$ cat config.mk
export PLATFORM = sky130hd
export DESIGN_NAME = sram_ctrl
export DESIGN_NICKNAME = d
export VERILOG_FILES = /design/src/rtl/sram_ctrl_pkg.sv /design/src/rtl/sram_phase_timer.sv /design/src/rtl/sram_req_hold.sv /design/src/rtl/sram_pin_drive.sv /design/src/rtl/sram_ctrl.sv
export SDC_FILE = /design/constraint.sdc
export NUM_CORES = 1
export LEC_CHECK = 0
export BUFFER_PORTS_ARGS = -buffer_cell sky130_fd_sc_hd__buf_4
export CAP_MARGIN = 0
export CORE_MARGIN = 2
export CORE_UTILIZATION = 49
export CTS_CLUSTER_DIAMETER = 120
export DETAILED_ROUTE_END_ITERATION = 8
export PLACE_DENSITY = 0.85
export REMOVE_ABC_BUFFERS = 1
export SYNTH_ARGS = -nofsm -noshare
export SYNTH_HDL_FRONTEND = slang
export SYNTH_SLANG_ARGS = --single-unit
$ cat constraint.sdc
create_clock -name clk_i -period 4.21 [get_ports clk_i]
set_input_delay 0.6315 -clock clk_i [delete_from_list [all_inputs] [get_ports clk_i]]
set_output_delay 0.6315 -clock clk_i [all_outputs]
set_load 0.005 [all_outputs]
$ cat src/rtl/sram_ctrl_pkg.sv
package sram_ctrl_pkg;

  typedef enum logic [1:0] {
    PH_IDLE  = 2'd0,
    PH_READ  = 2'd1,
    PH_WRITE = 2'd2,
    PH_TURN  = 2'd3
  } phase_e;

  // Clock cycles needed to cover ns, never less than one.
  function automatic int ns2cyc(input int ns, input int clk_ns);
    int c;
    c = (ns + clk_ns - 1) / clk_ns;
    return (c < 1) ? 1 : c;
  endfunction

  function automatic int max2(input int a, input int b);
    return (a > b) ? a : b;
  endfunction

endpackage

$ cat src/rtl/sram_phase_timer.sv
module sram_phase_timer #(
  parameter int CNT_W = 3
) (
  input  logic             clk_i,
  input  logic             rst_i,
  input  logic             load_i,
  input  logic [CNT_W-1:0] load_val_i,
  output logic             zero_o
);
  logic [CNT_W-1:0] cnt_q;

  always_ff @(posedge clk_i) begin
    if (rst_i)              cnt_q <= '0;
    else if (load_i)        cnt_q <= load_val_i;
    else if (cnt_q != '0)   cnt_q <= cnt_q - 1'b1;
  end

  assign zero_o = (cnt_q == '0);
endmodule

$ cat src/rtl/sram_req_hold.sv
module sram_req_hold #(
  parameter int ADDR_W = 18,
  parameter int DATA_W = 16,
  localparam int BE_W  = DATA_W / 8
) (
  input  logic              clk_i,
  input  logic              rst_i,
  input  logic              load_i,
  input  logic [ADDR_W-1:0] addr_i,
  input  logic [BE_W-1:0]   be_i,
  input  logic [DATA_W-1:0] wdata_i,
  output logic [ADDR_W-1:0] addr_d_o,
  output logic [BE_W-1:0]   be_d_o,
  output logic [DATA_W-1:0] wdata_d_o,
  output logic [BE_W-1:0]   be_q_o
);
  logic [ADDR_W-1:0] addr_q;
  logic [BE_W-1:0]   be_q;
  logic [DATA_W-1:0] wdata_q;

  assign addr_d_o  = load_i ? addr_i  : addr_q;
  assign be_d_o    = load_i ? be_i    : be_q;
  assign wdata_d_o = load_i ? wdata_i : wdata_q;

  always_ff @(posedge clk_i) begin
    if (rst_i) begin
      addr_q  <= '0;
      be_q    <= '0;
      wdata_q <= '0;
    end else begin
      addr_q  <= addr_d_o;
      be_q    <= be_d_o;
      wdata_q <= wdata_d_o;
    end
  end

  assign be_q_o = be_q;
endmodule

$ cat src/rtl/sram_pin_drive.sv
module sram_pin_drive #(
  parameter int ADDR_W = 18,
  parameter int DATA_W = 16,
  localparam int BE_W  = DATA_W / 8
) (
  input  logic              clk_i,
  input  logic              rst_i,
  input  logic              rd_i,
  input  logic              wr_i,
  input  logic [ADDR_W-1:0] addr_i,
  input  logic [BE_W-1:0]   be_i,
  input  logic [DATA_W-1:0] wdata_i,
  output logic [ADDR_W-1:0] addr_o,
  output logic              cs_n_o,
  output logic              oe_n_o,
  output logic              we_n_o,
  output logic [BE_W-1:0]   lane_n_o,
  output logic [DATA_W-1:0] dq_o,
  output logic              dq_oe_o
);
  logic active;
  assign active = rd_i | wr_i;

  always_ff @(posedge clk_i) begin
    if (rst_i) begin
      addr_o  <= '0;
      cs_n_o  <= 1'b1;
      oe_n_o  <= 1'b1;
      we_n_o  <= 1'b1;
      dq_o    <= '0;
      dq_oe_o <= 1'b0;
    end else begin
      addr_o  <= addr_i;
      cs_n_o  <= ~active;
      oe_n_o  <= ~rd_i;
      we_n_o  <= ~wr_i;
      dq_o    <= wdata_i;
      dq_oe_o <= wr_i;
    end
  end

  for (genvar g = 0; g < BE_W; g++) begin : g_lane
    always_ff @(posedge clk_i) begin
      if (rst_i) lane_n_o[g] <= 1'b1;
      else       lane_n_o[g] <= ~(active & be_i[g]);
    end
  end
endmodule

$ cat src/rtl/sram_ctrl.sv
module sram_ctrl
  import sram_ctrl_pkg::*;
#(
  parameter int ADDR_W  = 18,
  parameter int DATA_W  = 16,
  parameter int CLK_NS  = 20,
  parameter int T_RC_NS = 55,
  parameter int T_OE_NS = 25,
  parameter int T_WC_NS = 55,
  parameter int T_WP_NS = 40,
  parameter int T_CW_NS = 45,
  parameter int T_AW_NS = 45,
  parameter int T_DW_NS = 25,
  parameter int T_HZ_NS = 25
) (
  input  logic              clk_i,
  input  logic              rst_i,
  input  logic              req_valid_i,
  output logic              req_ready_o,
  input  logic              req_write_i,
  input  logic [ADDR_W-1:0] req_addr_i,
  input  logic [1:0]        req_be_i,
  input  logic [DATA_W-1:0] req_wdata_i,
  output logic              rsp_valid_o,
  output logic [DATA_W-1:0] rsp_rdata_o,
  output logic [ADDR_W-1:0] sram_addr_o,
  output logic              sram_cs_n_o,
  output logic              sram_oe_n_o,
  output logic              sram_we_n_o,
  output logic              sram_lb_n_o,
  output logic              sram_ub_n_o,
  output logic [DATA_W-1:0] sram_dq_o,
  output logic              sram_dq_oe_o,
  input  logic [DATA_W-1:0] sram_dq_i
);
  localparam int BE_W   = DATA_W / 8;
  localparam int RD_CYC = max2(ns2cyc(T_RC_NS, CLK_NS), ns2cyc(T_OE_NS, CLK_NS));
  localparam int WR_CYC = max2(max2(ns2cyc(T_WC_NS, CLK_NS), ns2cyc(T_WP_NS, CLK_NS)),
                               max2(max2(ns2cyc(T_CW_NS, CLK_NS), ns2cyc(T_AW_NS, CLK_NS)),
                                    ns2cyc(T_DW_NS, CLK_NS)));
  localparam int TA_CYC = ns2cyc(T_HZ_NS, CLK_NS);
  localparam int MAX_C  = max2(max2(RD_CYC, WR_CYC), TA_CYC);
  localparam int CNT_W  = $clog2(MAX_C + 1);

  phase_e           ph_q, ph_d;
  logic             t_load, t_zero;
  logic [CNT_W-1:0] t_val;
  logic             accept;

  logic [ADDR_W-1:0] addr_d;
  logic [BE_W-1:0]   be_d, be_q;
  logic [DATA_W-1:0] wdata_d;
  logic [BE_W-1:0]   lane_n;

  assign req_ready_o = (ph_q == PH_IDLE);
  assign accept      = req_ready_o & req_valid_i;

  always_comb begin
    ph_d   = ph_q;
    t_load = 1'b0;
    t_val  = '0;
    unique case (ph_q)
      PH_IDLE: if (req_valid_i) begin
        ph_d   = req_write_i ? PH_WRITE : PH_READ;
        t_load = 1'b1;
        t_val  = req_write_i ? CNT_W'(WR_CYC - 1) : CNT_W'(RD_CYC - 1);
      end
      PH_READ, PH_WRITE: if (t_zero) begin
        ph_d   = PH_TURN;
        t_load = 1'b1;
        t_val  = CNT_W'(TA_CYC - 1);
      end
      PH_TURN: if (t_zero) ph_d = PH_IDLE;
      default: ph_d = PH_IDLE;
    endcase
  end

  always_ff @(posedge clk_i) begin
    if (rst_i) ph_q <= PH_IDLE;
    else       ph_q <= ph_d;
  end

  sram_phase_timer #(.CNT_W(CNT_W)) u_timer (
    .clk_i      (clk_i),
    .rst_i      (rst_i),
    .load_i     (t_load),
    .load_val_i (t_val),
    .zero_o     (t_zero)
  );

  sram_req_hold #(.ADDR_W(ADDR_W), .DATA_W(DATA_W)) u_hold (
    .clk_i     (clk_i),
    .rst_i     (rst_i),
    .load_i    (accept),
    .addr_i    (req_addr_i),
    .be_i      (req_be_i),
    .wdata_i   (req_wdata_i),
    .addr_d_o  (addr_d),
    .be_d_o    (be_d),
    .wdata_d_o (wdata_d),
    .be_q_o    (be_q)
  );

  sram_pin_drive #(.ADDR_W(ADDR_W), .DATA_W(DATA_W)) u_pins (
    .clk_i    (clk_i),
    .rst_i    (rst_i),
    .rd_i     (ph_d == PH_READ),
    .wr_i     (ph_d == PH_WRITE),
    .addr_i   (addr_d),
    .be_i     (be_d),
    .wdata_i  (wdata_d),
    .addr_o   (sram_addr_o),
    .cs_n_o   (sram_cs_n_o),
    .oe_n_o   (sram_oe_n_o),
    .we_n_o   (sram_we_n_o),
    .lane_n_o (lane_n),
    .dq_o     (sram_dq_o),
    .dq_oe_o  (sram_dq_oe_o)
  );

  assign sram_lb_n_o = lane_n[0];
  assign sram_ub_n_o = lane_n[1];

  // Capture on the edge closing the final read cycle.
  logic capture;
  assign capture = (ph_q == PH_READ) & t_zero;

  always_ff @(posedge clk_i) begin
    if (rst_i) rsp_valid_o <= 1'b0;
    else       rsp_valid_o <= capture;
  end

  for (genvar g = 0; g < BE_W; g++) begin : g_cap
    always_ff @(posedge clk_i) begin
      if (rst_i)        rsp_rdata_o[8*g +: 8] <= '0;
      else if (capture) rsp_rdata_o[8*g +: 8] <= be_q[g] ? sram_dq_i[8*g +: 8] : 8'h00;
    end
  end
endmodule

==> results.ini, run 1 <==
[run_status]
status = finished, final reports clean

[die]
io_pins = 114
design.die.area_um2 = 5310
num_rows = 25
die_y_um = 72.9
start_util_pct = 49.9
core_um2 = 4660
die_w_um = 72.9

[worst_setup_path]
slowest_delay_ns = 0.43
cp.required_ns = 4.43
slowest_stage = dfxtp_1
worstPathCellList = inv_1 > ha_1 > o22ai_1 > a21boi_0 > ha_1 > or2_2 > or2_1
critPathTopFamily = adder cells
cp_max_fo = 6
critPathBufInv = 1
cp.arrival_ns = 2.44
endpoint_kind = flip-flop
cpMostUsedCell = ha_1
start_kind = flip-flop
crit_type = flip-flop to flip-flop

[sta]
final-hold-violation-count = 0
finalSetupViolCount = 0
worst_pin_slew_ns = 1.14
period_share_pct = 52.9
skew_ns = 0.00919
drv_slew = 0
layout_min_cycle_time_ns = 2.23
max-slew-margin-rel_pct = 23.6
fin_setup_tns_ns = 0
worst_slack_ns = 1.98
fmax_mhz = 449
rsz0062_at_grt = false

[synthesis]
async_reset_ff_share_pct = 0
synth_edf_count = 0
ys_seq_area_share_pct = 54.3
synthCells = 251
synth_seq_cells = 63
synth.avg_cell_area_um2 = 9.26
ys_types = 30
yosysWarnings = 0
synthesis.area_um2 = 2320
ys.flop_type = dfxtp_1

[drt]
drt_iter0_markers = 131
dr.pass1.iters = 4
ant_nets = 0
drt-total-wl_um = 5770
avgRoutedWirePerCell_um = 13.8
drc = 0
vias_per_cell = 4.98
vias = 2086

[global_routing]
grt_overflow = 0
grt_pass1_wl_um = 8980
track_usage_pct = 21.9
grt_max_degree = 47
antenna_found_initial = 0
grt_pass1_vias = 1878

[layout]
syn_to_final_growth_pct = 45.0
layout_common_cells = 114 x buf_4, 71 x nand2_1, 63 x dfxtp_1, 39 x a21oi_1, 16 x a22o_1
diodes = 0
final_cells = 419
mostFrequentLayoutCell = buf_4
drive_above_1_share_pct = 37.0
fin_nets = 425

[clocking]
cts_resized = 0
htreeDepth = 3
cts.sinks = 63
post-cts-setup-buffer-count = 0
ctsLongestPathBuffers = 2
cts.reportedPaths.clkPinSlew_ns = 0.07
root_buffer = clkbuf_8
cts_buffers = 9
cts_tree = yes
postCtsHoldBufs = 0
clock_latency_ns = 0.33

[place]
post-dp-hpwl_um = 4020
port_buffers = 113
place.gp.congestion = 0.738
dp_cells = 403
pre_cts_ws_ns = 1.90

[flow_run]
max_cap_viol_count = 0

[power]
p_leak_nw = 1.57
powerDensity_nw_per_um2 = 570
ir_worst_vdd_mv = 0.425

[worst_hold_path]
holdCritPathClass = flip-flop to flip-flop

## cell families after synthesis
kind of cell,count (synthesis),synth area share (%)
simple gates,86,15.5
compound gates,68,18.8
buf+inv,22,5.28
mux,3,1.29
fa+ha+maj,9,4.85
flops,63,54.3
## cell usage after synthesis (3+ instances only)
cell type  number  share of area, %
a21oi_1        39               8.4
a22o_1         16               6.0
buf_2           5               1.1
buf_4           5               1.6
clkbuf_1        4              0.65
dfxtp_1        63                54
ha_1            9               4.8
inv_1           6              0.97
mux2i_1         3               1.3
nand2_1        71                11
nor2_1          3              0.48
## worst min-delay path, stage by stage (launching register included)
cell and delay [ns]:
dfxtp_1 0.31, nand2_1 0.05, a21oi_1 0.05
## path summary, 6_finish.rpt
check / start / to / slack, ns / cells past startpoint
worst max-delay path: ph_q[0]$_SDFF_PP0_ / u_pins.lane_n_o[0]$_SDFF_PP1_ / 1.98 / 7
worst min-delay path: u_hold.addr_q[9]$_SDFFE_PP0P_ / u_hold.addr_q[9]$_SDFFE_PP0P_ / 0.46 / 2
worst max register to register: ph_q[0]$_SDFF_PP0_ / u_pins.lane_n_o[0]$_SDFF_PP1_ / 1.98 / 7
worst min register to register: u_hold.addr_q[9]$_SDFFE_PP0P_ / u_hold.addr_q[9]$_SDFFE_PP0P_ / 0.46 / 2
## report_power, final
group          switching (mW)  total (mW)  leakage [nW]  internal [mW]
combinational           0.303       0.589         0.947          0.286
sequential             0.0578       0.763         0.515          0.705
clock                   0.235       0.569         0.105          0.334
## through the flow
step / power, mW / hold WS (ns) / area (um2) / util [%]
after floorplan: 1.08 / 0.447 / 2220 / -
after global placement: 1.34 / 0.442 / 3150 / 67.5
after detailed placement: 1.36 / 0.447 / 3150 / 67.5
after CTS: 1.94 / 0.457 / 3370 / 72.3
after global routing: 2.05 / 0.475 / 3370 / 72.3
final: 1.92 / 0.455 / 3370 / 72.3
## area by class of cell
cell class,count,area (um2)
Clock buffer,9,124
Clock inverter,7,97.6
Sequential cell,63,1260
Inverter,6,22.5
Fill cell,345,1290
Multi-Input combinational cell,166,940
Tap cell,54,67.6
Timing Repair Buffer,114,856
## layer usage
layer  vias up  part of all wire (%)  global-route usage (%)
met1       967                    41                    26.3
met5         -                     0                       0
met4         0                   1.3                    11.1
li1       1062                     -                       -
met2        51                    53                    37.6
met3         6                   3.7                    3.87
## state kept, by name (all words and copies together) (netlist names), 2 cells and up
register,cells
u_hold.be_q_o,2
u_hold.wdata_q,16
u_hold.addr_q,18
rsp_rdata_o,16
u_pins.lane_n_o,2
u_timer.cnt_q,2
ph_q,2
No activity file was read; power rests on OpenSTA's default activity.
==> run 2, diff against run 1 <==
Settings changed: CORE_UTILIZATION 49 to 45, PLACE_DENSITY 0.85 to 0.79.
Clock period 4.21 ns to 2.3 ns, I/O delays scaled along.
==> run 2 against run 1 <==
Compared with the run above: register-to-register slack got worse by 1.9 ns; cell count up 4.5%; combinational power up 99%; via count unchanged; non-clock buffer count grew 3; final area rose by 1.5%; clock power increased by 74%; hold slack got worse by 0.23 ns; wire length up 0.99%; sequential share of layout area down 0.56 points; flip-flop and latch count unchanged; critical path type unchanged; largest cell class unchanged; largest power group unchanged; highest routed layer unchanged.
==> results.ini, run 2 (synthesis results as in run 1) <==
[worst_setup_path]
r2r_end = u_pins.lane_n_o[0]$_SDFF_PP1_
crit_type = flip-flop to flip-flop
reg2reg_from = ph_q[1]$_SDFF_PP0_
cp_max_fo = 5
ff2ff_setup_slack_ns = 0.05
r2r.worst_path.cells = 7
endpoint_kind = flip-flop
start_kind = flip-flop
cp.required_ns = 2.52
cp.arrival_ns = 2.47

[drt]
ant_nets = 0
vias = 2086
vias_per_cell = 4.76
drt-total-wl_um = 5830
dr.pass1.iters = 4
drt_iter0_markers = 88
avgRoutedWirePerCell_um = 13.3
drc = 0

[clocking]
cts_tree = yes
cts.sinks = 63
cts_buffers = 9
clock_latency_ns = 0.33
htreeDepth = 3
cts.reportedPaths.clkPinSlew_ns = 0.07
root_buffer = clkbuf_8
cts_resized = 0
postCtsHoldBufs = 0
post-cts-setup-buffer-count = 0
ctsLongestPathBuffers = 2

[place]
placed_area_um2 = 3200
post-dp-hpwl_um = 4110
port_buffers = 113
place.gp.congestion = 0.781

[layout]
largest_register_ffs = 18
syn_to_final_growth_pct = 47.2
fill_cells = 426
largestRegisters = u_hold.addr_q: 18 flops, rsp_rdata_o: 16 flops, u_hold.wdata_q: 16 flops
diodes = 0
regMostFlops = u_hold.addr_q
stdcell_area_um2 = 3420
fin_nets = 428
layout_common_cells = 116 x buf_4, 71 x nand2_1, 63 x dfxtp_1, 39 x a21oi_1, 16 x a22o_1
drive_above_1_share_pct = 37.8
mostFrequentLayoutCell = buf_4

[sta]
final-hold-violation-count = 0
layout_min_cycle_time_ns = 2.25
period_share_pct = 97.8
worst_pin_slew_ns = 0.724
skew_ns = 0.00445
max-slew-margin-rel_pct = 51.7
fmax_mhz = 445
finalSetupViolCount = 0
drv_slew = 0

[die]
die_w_um = 75.9
core_um2 = 5040
start_util_pct = 46.1
design.die.area_um2 = 5750
num_rows = 26
io_pins = 114
die_y_um = 75.9

[run_status]
status = finished, final reports clean

[power]
ir_worst_vdd_mv = 0.924
p_leak_nw = 1.59
powerDensity_nw_per_um2 = 1040
p_total_mw = 3.55

[worst_hold_path]
holdCritPathClass = input pin to flip-flop
hold_start = sram_dq_i[15]
hold_end = rsp_rdata_o[15]$_SDFFE_PP0P_
holdPathStages = 2

[global_routing]
grt_overflow = 0
grt_max_degree = 47
grt_pass1_wl_um = 8420
antenna_found_initial = 0
grt_pass1_vias = 1862
track_usage_pct = 19.9

[flow_run]
max_cap_viol_count = 0

==> run 2: metal layers <==
layer	vias to the layer above	GRT usage, %	part of all wire, %
li1	1064	-	-
met1	935	23.7	42
met2	63	31.3	50
met3	24	4.23	4.0
met4	0	14.6	4.4
met5	-	0	0
==> run 2: metrics by stage <==
step / TNS, ns / setup slack [ns] / hold slack (ns) / std cells / util [%]
after floorplan: 0 / 0.283 / 0.414 / 235 / -
after global placement: 0 / 0.190 / 0.442 / 422 / 63.5
after detailed placement: 0 / 0.0408 / 0.447 / 422 / 63.5
after CTS: 0 / 0.0428 / 0.207 / 438 / 67.6
after global routing: -0.0524 / -0.0310 / 0.222 / 438 / 67.8
final: 0 / 0.0509 / 0.222 / 438 / 67.8
==> run 2: area by class of cell <==
| type | count | area, um2 | share of cell area [%] |
|---|---|---|---|
| well taps | 70 | 87.6 | 2.56 |
| repair buffers | 117 | 891 | 26.1 |
| multi-input cells | 166 | 948 | 27.7 |
| flip-flops and latches | 63 | 1260 | 36.9 |
| clock buffers | 13 | 169 | 4.94 |
| clock inverters | 3 | 40.0 | 1.17 |
| inverters | 6 | 22.5 | 0.659 |
==> run 2: worst max-delay path by stage <==
stage | startpoint | to | slack [ns] | cells past startpoint
2_1_floorplan | ph_q[0]$_SDFF_PP0_ | u_pins.lane_n_o[0]$_SDFF_PP1_ | 0.28 | 7
3_3_place_gp | ph_q[0]$_SDFF_PP0_ | u_pins.lane_n_o[0]$_SDFF_PP1_ | 0.19 | 7
3_5_place_dp | ph_q[0]$_SDFF_PP0_ | u_pins.lane_n_o[0]$_SDFF_PP1_ | 0.04 | 7
4_1_cts | ph_q[0]$_SDFF_PP0_ | u_pins.lane_n_o[0]$_SDFF_PP1_ | 0.04 | 7
5_1_grt | ph_q[1]$_SDFF_PP0_ | u_pins.lane_n_o[0]$_SDFF_PP1_ | -0.03 | 7
6_report | ph_q[1]$_SDFF_PP0_ | u_pins.lane_n_o[0]$_SDFF_PP1_ | 0.05 | 7
==> run 2: power breakdown <==
group          total [mW]  leakage, nW  switching, mW  internal, mW
clock network       0.990        0.109          0.404         0.586
logic                1.17        0.970          0.595         0.577
registers            1.39        0.515         0.0973          1.29
total                3.55         1.59           1.10          2.45
==> run 2: critical path, cell delays in order, from the launching register on <==
cell     delay [ns]
dfxtp_1        0.43
inv_1          0.11
ha_1           0.36
o22ai_1        0.27
a21o_1         0.19
ha_1           0.24
or2_2          0.31
or2_1          0.23
==> run 3, diff against run 2 <==
Settings changed: ABC_CLOCK_PERIOD_IN_PS from default to 2000, CORE_UTILIZATION 45 to 41, PLACE_DENSITY 0.79 to 0.75.
Clock period 2.3 ns to 2 ns, I/O delays scaled along.
==> run 3 against run 2 <==
Compared with the run above: global-route usage shrank 0.38 points; hold slack got worse by 0.043 ns; clock power barely moved; first-iteration DRC count fell by 22%; largest cell class unchanged; largest power group is now combinational cells.
==> results.ini, run 3 (synthesis results as in run 1) <==
[place]
pre_cts_ws_ns = -0.0929
placed_area_um2 = 3280
post-dp-hpwl_um = 4270
port_buffers = 113
place.gp.congestion = 0.819

[global_routing]
grt_overflow = 0
gr-usage-met2_pct = 32.1
grt_pass1_wl_um = 9450
grt_max_degree = 37
antenna_found_initial = 0
track_usage_pct = 19.5
grt.busiest_layer = met2
met3_usage_pct = 3.75
grt_pass1_vias = 2052
grtUsageMet1_pct = 22.7

[worst_setup_path]
endpoint_kind = flip-flop
r2r_end = u_pins.lane_n_o[0]$_SDFF_PP1_
cp-endpoint = u_pins.lane_n_o[0]$_SDFF_PP1_
cp.arrival_ns = 2.15
startpoint = u_timer.cnt_q[0]$_SDFFE_PP0P_
r2r.worst_path.cells = 8
ff2ff_setup_slack_ns = 0.07
reg2reg_from = u_timer.cnt_q[0]$_SDFFE_PP0P_
cp_max_fo = 3
start_kind = flip-flop
cp.required_ns = 2.22
crit_type = flip-flop to flip-flop

[drt]
vias_per_cell = 4.86
dr.pass1.iters = 4
avgRoutedWirePerCell_um = 13.7
ant_nets = 0
drt-total-wl_um = 6190
drt_iter0_markers = 69
vias = 2197
drc = 0

[sta]
layout_min_cycle_time_ns = 1.93
fin_setup_tns_ns = 0
max-slew-margin-rel_pct = 75.0
final-hold-violation-count = 0
rsz0062_at_grt = false
fmax_mhz = 519
worst_pin_slew_ns = 0.375
skew_ns = 0.00701
drv_slew = 0
period_share_pct = 96.4
finalSetupViolCount = 0
worst_slack_ns = 0.0715

[clocking]
cts.reportedPaths.clkPinSlew_ns = 0.07
postCtsHoldBufs = 0
cts_buffers = 9
cts_tree = yes
clock_latency_ns = 0.33
cts.sinks = 63
ctsLongestPathBuffers = 2
root_buffer = clkbuf_8
htreeDepth = 3

[die]
die_y_um = 79.3
die_w_um = 79.3
start_util_pct = 42.2
num_rows = 27
core_um2 = 5510
design.die.area_um2 = 6290
io_pins = 114

[layout]
fin_nets = 441
layout_common_cells = 130 x buf_4, 71 x nand2_1, 60 x dfxtp_1, 38 x a21oi_1, 16 x a22o_1
stdcell_area_um2 = 3550
mostFrequentLayoutCell = buf_4
diodes = 0
largest_register_ffs = 18
largestRegisters = u_hold.addr_q: 18 flops, rsp_rdata_o: 16 flops, u_hold.wdata_q: 16 flops
drive_above_1_share_pct = 43.2
regMostFlops = u_hold.addr_q
syn_to_final_growth_pct = 52.9

[power]
ir_worst_vdd_mv = 0.843
p_total_mw = 4.32
p_clk_share_pct = 23.5
pwr-share-seq_pct = 37.4
powerDensity_nw_per_um2 = 1220
p_leak_nw = 1.64
pwr-share-comb_pct = 39.1
p_int_mw = 2.95
swShare_pct = 31.8
power.switching_mw = 1.37

[worst_hold_path]
holdCritPathClass = input pin to flip-flop
hold_start = sram_dq_i[9]

[flow_run]
max_cap_viol_count = 0

[run_status]
status = finished, final reports clean

-- run 3: changes by cell type in the layout (fill, tap and decap cells not counted), sizes merged --
| cell | before | now |
|---|---|---|
| buf | 117 | 130 |
| clkbuf | 13 | 10 |
| clkinv | 2 | 4 |
-- run 3: metal layers --
metal	share of wire [%]	wire length, um
met1	41	2530
met2	51	3130
met3	5.0	307
met4	3.6	222
met5	0	0
-- run 3: critical path, stage by stage, from the launching register on --
cell     delay, ns
dfxtp_1       0.35
inv_1         0.09
ha_4          0.18
nor2b_4       0.16
o22ai_4       0.09
a21o_1        0.17
ha_1          0.30
or2_4         0.26
or2_1         0.22
-- run 3: stage by stage --
stage	std cells	utilization [%]	hold slack [ns]
after floorplan	235	-	0.369
after global placement	436	59.6	0.442
after detailed placement	436	59.6	0.447
after CTS	451	63.5	0.160
after global routing	452	64.5	0.171
final	452	64.5	0.179
-- run 3: worst min-delay path by stage --
stage	endpoint	slack, ns	cells past startpoint
after floorplan	u_hold.addr_q[0]$_SDFFE_PP0P_	0.37	1
after global placement	u_hold.addr_q[8]$_SDFFE_PP0P_	0.44	2
after detailed placement	u_hold.addr_q[11]$_SDFFE_PP0P_	0.45	2
after CTS	rsp_rdata_o[9]$_SDFFE_PP0P_	0.16	2
after global routing	rsp_rdata_o[15]$_SDFFE_PP0P_	0.17	2
final	rsp_rdata_o[9]$_SDFFE_PP0P_	0.18	2
-- run 3: power groups by stage --
stage	Sequential, mW	Combinational (mW)	Clock [mW]
floorplan	1.63	0.651	0
finish	1.62	1.69	1.02
CTS	1.60	1.56	1.04
global placement	1.61	1.44	0
detailed placement	1.62	1.47	0
global route	1.64	1.87	1.10
-- run 3: timing repair --
item                                    4_1_cts  5_1_grt
setup buffers                                 0        1
resized for setup                            10       13
endpoints found under the setup margin        2        2
pin swaps                                     0        1
endpoints found under the hold margin         0        0
-- run 3: cell type report --
class                   count  area (um2)
fillers                   481        1950
clock buffers              10         128
well taps                  72        90.1
repair buffers            130         976
flip-flops and latches     63        1270
clock inverters             5        50.0
inverters                   6        22.5
multi-input cells         166        1020
